**config.mk**
```make
export PLATFORM = sky130hd
export DESIGN_NAME = ifd_fetch_decode
export DESIGN_NICKNAME = d
export VERILOG_FILES = /design/src/rtl/ifd_pkg.sv /design/src/rtl/ifd_classify.sv /design/src/rtl/ifd_sequencer.sv /design/src/rtl/ifd_fetch_decode.sv
export SDC_FILE = /design/constraint.sdc
export NUM_CORES = 1
export LEC_CHECK = 0
export ABC_AREA = 1
export BUFFER_PORTS_ARGS = -buffer_cell sky130_fd_sc_hd__buf_2
export CORE_MARGIN = 3
export CORE_UTILIZATION = 35
export DETAILED_ROUTE_END_ITERATION = 10
export PLACE_DENSITY = 0.55
export SYNTH_ARGS = -nofsm -noshare
export SYNTH_HDL_FRONTEND = slang
export SYNTH_HIERARCHICAL = 1
export SYNTH_SLANG_ARGS = --single-unit
```
**constraint.sdc**
```tcl
create_clock -name clk -period 5.2 [get_ports clk]
set_input_delay 0.26 -clock clk [delete_from_list [all_inputs] [get_ports clk]]
set_output_delay 0.26 -clock clk [all_outputs]
set_load 0.1 [all_outputs]
```
**src/rtl/ifd_pkg.sv**
```systemverilog
package ifd_pkg;

    localparam int WORD_W  = 16;
    localparam int NIB_W   = 4;

    localparam logic [NIB_W-1:0] G_MISC   = 4'd0;
    localparam logic [NIB_W-1:0] G_JUMP   = 4'd1;
    localparam logic [NIB_W-1:0] G_CALL   = 4'd2;
    localparam logic [NIB_W-1:0] G_LDST   = 4'd3;
    localparam logic [NIB_W-1:0] G_ADDSUB = 4'd4;
    localparam logic [NIB_W-1:0] G_ANDOR  = 4'd5;
    localparam logic [NIB_W-1:0] G_XOR    = 4'd6;
    localparam logic [NIB_W-1:0] G_SHIFT  = 4'd7;
    localparam logic [NIB_W-1:0] G_MULDIV = 4'd8;
    localparam logic [NIB_W-1:0] G_INCDEC = 4'd9;
    localparam logic [NIB_W-1:0] G_CMPNEG = 4'd10;

    localparam logic [NIB_W-1:0] MISC_LAST_TYPE = 4'd11;
    localparam logic [NIB_W-1:0] BRANCH_LAST_TYPE = 4'd12;
    localparam logic [NIB_W-1:0] NOP_TYPE = 4'd1;

    typedef struct packed {
        logic legal;
        logic is_long;
        logic is_byte;
    } cls_t;

    typedef enum logic [1:0] {
        ST_BOOT = 2'd0,
        ST_HEAD = 2'd1,
        ST_TAIL = 2'd2,
        ST_HOLD = 2'd3
    } fsm_e;

endpackage

```
**src/rtl/ifd_classify.sv**
```systemverilog
module ifd_classify
    import ifd_pkg::*;
(
    input  logic [WORD_W-1:0] word,
    output cls_t              cls
);

    logic [NIB_W-1:0] grp;
    logic [NIB_W-1:0] typ;
    logic [2:0]       mode;
    logic [1:0]       amode;

    always_comb begin
        grp   = word[NIB_W-1:0];
        typ   = word[2*NIB_W-1:NIB_W];
        mode  = typ[2:0];
        amode = typ[1:0];
        cls   = '0;
        case (grp)
            G_MISC: begin
                cls.legal   = (typ <= MISC_LAST_TYPE);
                cls.is_long = (typ == 4'd2) || (typ == 4'd3) ||
                              (typ == 4'd4) || (typ == 4'd6);
            end
            G_JUMP, G_CALL: begin
                cls.legal   = (typ <= BRANCH_LAST_TYPE);
                cls.is_long = 1'b1;
            end
            G_LDST: begin
                cls.legal   = (amode != 2'd3);
                cls.is_long = (amode != 2'd1);
                cls.is_byte = typ[3];
            end
            G_ADDSUB, G_ANDOR, G_XOR, G_SHIFT, G_MULDIV, G_CMPNEG: begin
                cls.legal   = (grp != G_XOR) || !typ[3];
                cls.is_long = mode inside {3'd1, 3'd3, 3'd4, 3'd6, 3'd7};
                cls.is_byte = (mode >= 3'd5);
            end
            G_INCDEC: begin
                cls.legal   = (mode != 3'd7);
                cls.is_long = mode inside {3'd2, 3'd3, 3'd5, 3'd6};
                cls.is_byte = mode inside {3'd4, 3'd5, 3'd6};
            end
            default: cls = '0;
        endcase
    end

endmodule

```
**src/rtl/ifd_sequencer.sv**
```systemverilog
module ifd_sequencer
    import ifd_pkg::*;
#(
    parameter int                ADDR_W   = 16,
    parameter logic [ADDR_W-1:0] RESET_PC = '0
) (
    input  logic              clk,
    input  logic              rst_n,
    output logic              mem_req,
    output logic [ADDR_W-1:0] mem_addr,
    input  logic              mem_rvalid,
    input  logic [WORD_W-1:0] mem_rdata,
    input  logic              exec_ready,
    input  logic              redirect_valid,
    input  logic [ADDR_W-1:0] redirect_pc,
    output logic [WORD_W-1:0] cls_word,
    input  cls_t              cls,
    output logic              dec_valid,
    output logic [ADDR_W-1:0] dec_pc,
    output logic [NIB_W-1:0]  dec_src,
    output logic [NIB_W-1:0]  dec_dst,
    output logic [NIB_W-1:0]  dec_group,
    output logic [NIB_W-1:0]  dec_type,
    output logic              dec_byte,
    output logic              dec_long,
    output logic [WORD_W-1:0] dec_operand,
    output logic              dec_illegal
);

    localparam logic [ADDR_W-1:0] STEP = ADDR_W'(WORD_W / 8);

    typedef struct packed {
        fsm_e              fsm;
        logic [ADDR_W-1:0] pc;
        logic [WORD_W-1:0] head;
        logic [ADDR_W-1:0] head_pc;
        logic              valid;
        logic [ADDR_W-1:0] ipc;
        logic [NIB_W-1:0]  src;
        logic [NIB_W-1:0]  dst;
        logic [NIB_W-1:0]  grp;
        logic [NIB_W-1:0]  typ;
        logic              byt;
        logic              lng;
        logic [WORD_W-1:0] opnd;
        logic              ill;
    } seq_t;

    seq_t              s_d, s_q;
    logic              commit;
    logic [WORD_W-1:0] opnd_sel;
    logic [ADDR_W-1:0] ipc_sel;

    assign cls_word = (s_q.fsm == ST_TAIL) ? s_q.head : mem_rdata;

    always_comb begin
        s_d      = s_q;
        s_d.valid = 1'b0;
        commit   = 1'b0;
        opnd_sel = '0;
        ipc_sel  = (s_q.fsm == ST_TAIL) ? s_q.head_pc : s_q.pc;
        case (s_q.fsm)
            ST_BOOT: s_d.fsm = ST_HEAD;
            ST_HEAD: begin
                if (mem_rvalid) begin
                    s_d.head    = mem_rdata;
                    s_d.head_pc = s_q.pc;
                    s_d.pc      = s_q.pc + STEP;
                    if (cls.legal && cls.is_long) s_d.fsm = ST_TAIL;
                    else                          commit  = 1'b1;
                end
            end
            ST_TAIL: begin
                if (mem_rvalid) begin
                    s_d.pc   = s_q.pc + STEP;
                    opnd_sel = mem_rdata;
                    commit   = 1'b1;
                end
            end
            ST_HOLD: begin
                if (exec_ready) begin
                    s_d.fsm = ST_HEAD;
                    if (redirect_valid) s_d.pc = {redirect_pc[ADDR_W-1:1], 1'b0};
                end
            end
            default: s_d.fsm = ST_BOOT;
        endcase
        if (commit) begin
            s_d.fsm   = ST_HOLD;
            s_d.valid = 1'b1;
            s_d.ipc   = ipc_sel;
            s_d.ill   = !cls.legal;
            if (cls.legal) begin
                s_d.src  = cls_word[WORD_W-1:WORD_W-NIB_W];
                s_d.dst  = cls_word[WORD_W-NIB_W-1:WORD_W-2*NIB_W];
                s_d.typ  = cls_word[2*NIB_W-1:NIB_W];
                s_d.grp  = cls_word[NIB_W-1:0];
                s_d.byt  = cls.is_byte;
                s_d.lng  = cls.is_long;
                s_d.opnd = opnd_sel;
            end else begin
                s_d.src  = '0;
                s_d.dst  = '0;
                s_d.typ  = NOP_TYPE;
                s_d.grp  = G_MISC;
                s_d.byt  = 1'b0;
                s_d.lng  = 1'b0;
                s_d.opnd = '0;
            end
        end
    end

    always_ff @(posedge clk) begin
        if (!rst_n) begin
            s_q     <= '0;
            s_q.fsm <= ST_BOOT;
            s_q.pc  <= RESET_PC;
        end else begin
            s_q <= s_d;
        end
    end

    assign mem_req     = (s_q.fsm == ST_HEAD) || (s_q.fsm == ST_TAIL);
    assign mem_addr    = s_q.pc;
    assign dec_valid   = s_q.valid;
    assign dec_pc      = s_q.ipc;
    assign dec_src     = s_q.src;
    assign dec_dst     = s_q.dst;
    assign dec_group   = s_q.grp;
    assign dec_type    = s_q.typ;
    assign dec_byte    = s_q.byt;
    assign dec_long    = s_q.lng;
    assign dec_operand = s_q.opnd;
    assign dec_illegal = s_q.ill;

    assert_addr_even_R4: assert property (@(posedge clk) disable iff (!rst_n)
        mem_req |-> !mem_addr[0]);

    assert_req_hold_R5: assert property (@(posedge clk) disable iff (!rst_n)
        (mem_req && !mem_rvalid) |=> (mem_req && $stable(mem_addr)));

    assert_valid_pulse_R6: assert property (@(posedge clk) disable iff (!rst_n)
        dec_valid |=> !dec_valid);

    assert_idle_in_hold_R6: assert property (@(posedge clk) disable iff (!rst_n)
        dec_valid |-> !mem_req);

    assert_illegal_nop_R7: assert property (@(posedge clk) disable iff (!rst_n)
        (dec_valid && dec_illegal) |-> (dec_group == G_MISC && dec_type == NOP_TYPE &&
                                        !dec_long && !dec_byte && dec_operand == '0));

    assert_short_zero_R3: assert property (@(posedge clk) disable iff (!rst_n)
        (dec_valid && !dec_long) |-> (dec_operand == '0));

    assert_bundle_stable_R10: assert property (@(posedge clk) disable iff (!rst_n)
        !dec_valid |-> ($stable(dec_pc) && $stable(dec_operand) &&
                        $stable(dec_group) && $stable(dec_type) && $stable(dec_illegal)));

endmodule

```
**src/rtl/ifd_fetch_decode.sv**
```systemverilog
module ifd_fetch_decode
    import ifd_pkg::*;
#(
    parameter int                ADDR_W   = 16,
    parameter logic [ADDR_W-1:0] RESET_PC = '0
) (
    input  logic              clk,
    input  logic              rst_n,
    output logic              mem_req,
    output logic [ADDR_W-1:0] mem_addr,
    input  logic              mem_rvalid,
    input  logic [15:0]       mem_rdata,
    input  logic              exec_ready,
    input  logic              redirect_valid,
    input  logic [ADDR_W-1:0] redirect_pc,
    output logic              dec_valid,
    output logic [ADDR_W-1:0] dec_pc,
    output logic [3:0]        dec_src,
    output logic [3:0]        dec_dst,
    output logic [3:0]        dec_group,
    output logic [3:0]        dec_type,
    output logic              dec_byte,
    output logic              dec_long,
    output logic [15:0]       dec_operand,
    output logic              dec_illegal
);

    logic [WORD_W-1:0] cls_word;
    cls_t              cls;

    ifd_classify u_classify (
        .word (cls_word),
        .cls  (cls)
    );

    ifd_sequencer #(
        .ADDR_W   (ADDR_W),
        .RESET_PC (RESET_PC)
    ) u_seq (
        .clk            (clk),
        .rst_n          (rst_n),
        .mem_req        (mem_req),
        .mem_addr       (mem_addr),
        .mem_rvalid     (mem_rvalid),
        .mem_rdata      (mem_rdata),
        .exec_ready     (exec_ready),
        .redirect_valid (redirect_valid),
        .redirect_pc    (redirect_pc),
        .cls_word       (cls_word),
        .cls            (cls),
        .dec_valid      (dec_valid),
        .dec_pc         (dec_pc),
        .dec_src        (dec_src),
        .dec_dst        (dec_dst),
        .dec_group      (dec_group),
        .dec_type       (dec_type),
        .dec_byte       (dec_byte),
        .dec_long       (dec_long),
        .dec_operand    (dec_operand),
        .dec_illegal    (dec_illegal)
    );

endmodule

```
* Word level (Yosys, flattened, before mapping)
Cells that the tools add are included.
** Word-level totals
- Bits in writable memories :: 0
- Bits of input ports :: 37
- Logic and storage cells :: 93
- Output and inout bits :: 69
- Flip-flop bits (word level) :: 102
- Memories kept :: 0
- Latch bits :: 0
- Bits in read-only memories :: 0
** Cells by class
- Reductions and logical operators :: 20
- Shift operators :: 0
- $lt $le $gt $ge :: 3
- $add $sub $neg :: 1
- Equality and inequality tests :: 35
- $mul :: 0
- Divide/modulo/power cells :: 0
- Bitwise operators :: 0
- Muxes and demuxes :: 20
** Operators with widths (count)
- $mux W16 :: 6
- $mux W52 :: 1
- $mux W50 :: 1
- $pmux W16 S3 :: 1
- $mux W34 :: 1
- $eq A4 B3 Y1 const B :: 6
- $mux W18 :: 1
- $add A16 B2 Y16 const B :: 1
- $eq A4 B2 Y1 const B :: 4
- $eq A3 B3 Y1 const B :: 4
- $eq A4 B4 Y1 const B :: 3
- $ne A2 B2 Y1 const B :: 5
- $pmux W2 S5 :: 1
- $le A4 B4 Y1 const B :: 2
- $reduce_bool A4 Y1 :: 2
- $eq A3 B2 Y1 const B :: 2
- $ne A3 B2 Y1 const B :: 2
- $pmux W2 S3 :: 1
- $reduce_bool A3 Y1 :: 2
- $reduce_or A6 Y1 :: 1
- $logic_or A1 B1 Y1 :: 5
- $reduce_and A5 Y1 :: 1
- $reduce_bool A5 Y1 :: 1
- $eq A2 B2 Y1 const B :: 2
- 19 further kinds :: 23

* Longest topological paths before layout
- Depth in word-level cells :: 13
- Gate-level depth with buffers :: 22
- Mapped depth without buffers :: 18

* By module
Netlist, hierarchy kept.
** Modules (own cells, without submodules)
- ifd_sequencer :: cells each 658, seq. area each 1981.9 µm², area an instance 4819.6 µm², instances 1
- ifd_classify :: cells each 58, seq. area each 0.0 µm², area an instance 256.5 µm², instances 1

* Least setup slack after synthesis
Ideal clock, no wire load.
- Path kind :: register to register
- From :: register u_seq/s_q[100] in the netlist's numbering
- To :: register u_seq.s_q (netlist bit u_seq/dec_group[2])
- Cell stages (with the launch flop) :: 22
- Buffers on the path :: 4
- Required time :: 5.134 ns
- Slack :: 2.676 ns
- Setup time :: 0.066 ns
- Period minus slack after synthesis :: 2.524 ns
- Arrival time :: 2.458 ns
- Cell sequence :: dfxtp_1 inv_1 ha_1 buf_4 inv_2 buf_2 nand2_1 nand2_1 inv_2 nor2_2 nand3_1 nand2_1 nand4_1 nand2_1 nand2_1 nand2_2 nand3_2 buf_6 nor2_8 buf_8 nand2_2 a21oi_2
** RTL lines
- start: declaration :: RTL line ifd_sequencer.sv:49 : seq_t s_d, s_q;

==> flow_metrics.tcl <==
set metrics [dict create \
    status "finished, final reports clean" \
    dieHeight_um 126 \
    wire_per_inst_um 14.5 \
    grt_pass1_wl_mm 21.7 \
    p_comb_share_pct 43.6 \
    cts_max_level 3 \
    crit_chain "inv_1 > ha_1 > inv_2 > nand2_1 > nand2_1 > nand3_1 > nand3_1 > nand2_1 > inv_1 > nand4_1 > nand2_1 > nand2_1 > nand2_2 > nand3_2 > inv_1 > o21ai_0 > a31oi_1" \
    synth-edff-count 0 \
    core_area_um2 14000 \
    drive_gt1_share_pct 21.3 \
    place_congestion 0.837 \
    antenna_cells 0 \
    wl_met3_um 678 \
    netlist_area_um2 5080 \
    p_clk_share_pct 23.9 \
    clock_latency_ns 0.35 \
    nets 772 \
    wl_met1_mm 6.85 \
    cts_tree "done" \
    grt_pass1_vias 4093 \
    clock-root-buffer "clkbuf_16" \
    syn_inst 716 \
    grt_max_degree 82 \
    netlist.area_leader.share_pct 39.0 \
    drc_errors 0 \
    max_freq_mhz 289 \
    cts_buffers 9 \
    ys_warn_count 6 \
    crit_top_cell "nand2_1" \
    dieWidth_um 126 \
    async_flop_share_pct 0 \
    drtPass1Iterations 5 \
    worstMarginPinSlew_ns 0.849 \
    slew_violations 0 \
    power.density_nw_per_um2 545 \
    cap_violations 0 \
    rsz0062_at_grt "no" \
    ys.flop_type "dfxtp_1" \
    ios 106 \
    cts_setup_buffers 0 \
    hold_viol_final 0 \
    synth_top_area_cell "dfxtp_1" \
    ys_seq_elements 99 \
    clk_pin_slew_worst_paths_ns 0.07 \
    fin_crit_ns 3.46 \
    highest_layer "met4" \
    grt_antenna_before_repair 0 \
    wirelength_mm 13.3 \
    initial_utilization_pct 36.1 \
    io_buffers 102 \
    synth_cell_types 35 \
    first_iter_violations 330 \
    crit_fanout 32 \
    min-delay-path-class "in -> reg" \
    cts.repair.resized 0 \
    vias_per_cell 4.95 \
    fin_crit_sh_pct 66.5 \
    path_class "reg -> reg" \
    setup_tns_ns 0 \
    crit_path_top_delay_cell "inv_1" \
    vdd_drop_max_mv 0.353 \
    ant_nets 0 \
    fin_ws_ns 1.74 \
    switching_share_pct 47.8 \
    power_frac_seq_pct 32.5 \
    ys_seq_area_share_pct 39.0 \
    via_count 4537 \
    overflow 0 \
    crit_family "simple AND/OR/NAND/NOR gates" \
    p_sw_w 0.00143 \
    wl_met2_mm 5.60 \
    areaGrowthSynthToFinish_pct 7.84 \
    worstPathRequired_ns 5.47 \
    crit_arrival_ns 3.73 \
    placement_rows 43 \
    die-area_um2 16000 \
    cp-start-kind "register" \
    end_kind "register" \
    finalSetupViolCount 0 \
    power.leakage_nw 2.49 \
    avgSynthCellArea_um2 7.09 \
    max_slew_margin_pct 43.4 \
    cp_num_buf_inv 4 \
    final_core_util_pct 39.0 \
    track_usage_pct 16.7 \
    hold_buffers 0 \
    finClkSkew_ns 0.00738 \
    cts_sinks 99 \
    p_int_w 0.00156 \
    dpl.hpwl_mm 9.05 \
    max-clock-path-buffers 2 \
    cpPeakStageDelay_ns 0.59 \
    yosys-top-cells-area "dfxtp_1, nand2_1, buf_4" \
    dp_slack_ns 1.77 \
]
layout make-up:
type                       instances  area (µm²)
multi-input combinational        476        2270
sequential                        99        1980
timing repair buffer             106         541
fill                            1494        8570
inverter                          39         146
clock inverter                     5        77.6
clock buffer                      11         233
tap                              180         225
worst reg2reg max path: cells and delay by family, from the launching register on:
| family | cells | cell delay (ns) |
|---|---|---|
| AOI/OAI and AO/OA | 2 | 0.38 |
| adders and majority gates | 1 | 0.22 |
| buffers and inverters | 4 | 1.16 |
| DFF | 1 | 0.38 |
| and+or+nand+nor | 10 | 1.25 |
cells in the mapped netlist, types with 7 or more instances:
library cell  count
a21oi_1          41
a21oi_2           9
a31oi_1          17
buf_2            11
buf_4            68
clkbuf_1         19
dfxtp_1          99
inv_1            32
inv_2             7
nand2_1         182
nand2_2          12
nand3_1          58
nor2_1           55
o21ai_0          69
registers in the layout, summed over array words and instances, names as in the netlist:
register           cells
u_seq/s_q             33
u_seq/dec_operand     16
u_seq/dec_pc          15
u_seq/mem_addr        15
u_seq/dec_dst          4
u_seq/dec_group        4
u_seq/dec_src          4
u_seq/dec_type         4
u_seq/dec_byte         1
u_seq/dec_illegal      1
u_seq/dec_long         1
u_seq/dec_valid        1
placed cells by master (no fill, tap or decap), types with 7 or more instances in the layout:
cell type    n
nand2_1    182
buf_2      102
dfxtp_1     99
o21ai_0     69
nand3_1     58
nor2_1      55
a21oi_1     41
inv_1       32
a31oi_1     17
nand2_2     12
clkbuf_16    9
a21oi_2      9
inv_2        7
metrics by stage:
stage	total power (W)	instances	hold slack [ns]	cell area, µm²
floorplan	0.00214	717	0.391	5080
global placement	0.00227	900	0.452	5160
detailed placement	0.00228	900	0.453	5160
CTS	0.00300	916	0.146	5470
global route	0.00316	916	0.161	5470
finish	0.00298	916	0.161	5470
final timing paths:
path	startpoint	depth (start not counted)	slack [ns]	end
setup reg to reg	u_seq/s_q[100]	17	1.74	u_seq/dec_pc[15]
hold / removal	redirect_pc[15]	3	0.16	u_seq/mem_addr[15]
setup / recovery	u_seq/s_q[100]	17	1.74	u_seq/dec_pc[15]
hold reg to reg	u_seq/dec_group[3]	2	0.46	u_seq/dec_group[3]
kinds of logic (layout without fill, tap and decap cells):
group	count (synthesis)	count (layout)	synth area share, %
simple gates	324	324	27.6
other cells	1	2	0.0739
fa+ha+maj	4	4	0.986
flops	99	99	39.0
buf+inv	142	161	16.3
xor+xnor	2	2	0.345
compound gates	144	144	15.6
routing by layer:
metal / up-vias / global-route usage (%)
li1: 2299 / -
met1: 2096 / 25.3
met2: 131 / 23.6
met3: 11 / 2.99
met4: 0 / 5.80
met5: - / 0
power by group through the flow:
stage / combinational, W / clock [W] / sequential (W)
floorplan: 0.00115 / 0 / 0.000982
detailed placement: 0.00130 / 0 / 0.000986
CTS: 0.00130 / 0.000733 / 0.000970
global placement: 0.00129 / 0 / 0.000983
finish: 0.00130 / 0.000712 / 0.000970
global route: 0.00141 / 0.000763 / 0.000989
No activity file was read; power rests on OpenSTA's default activity.
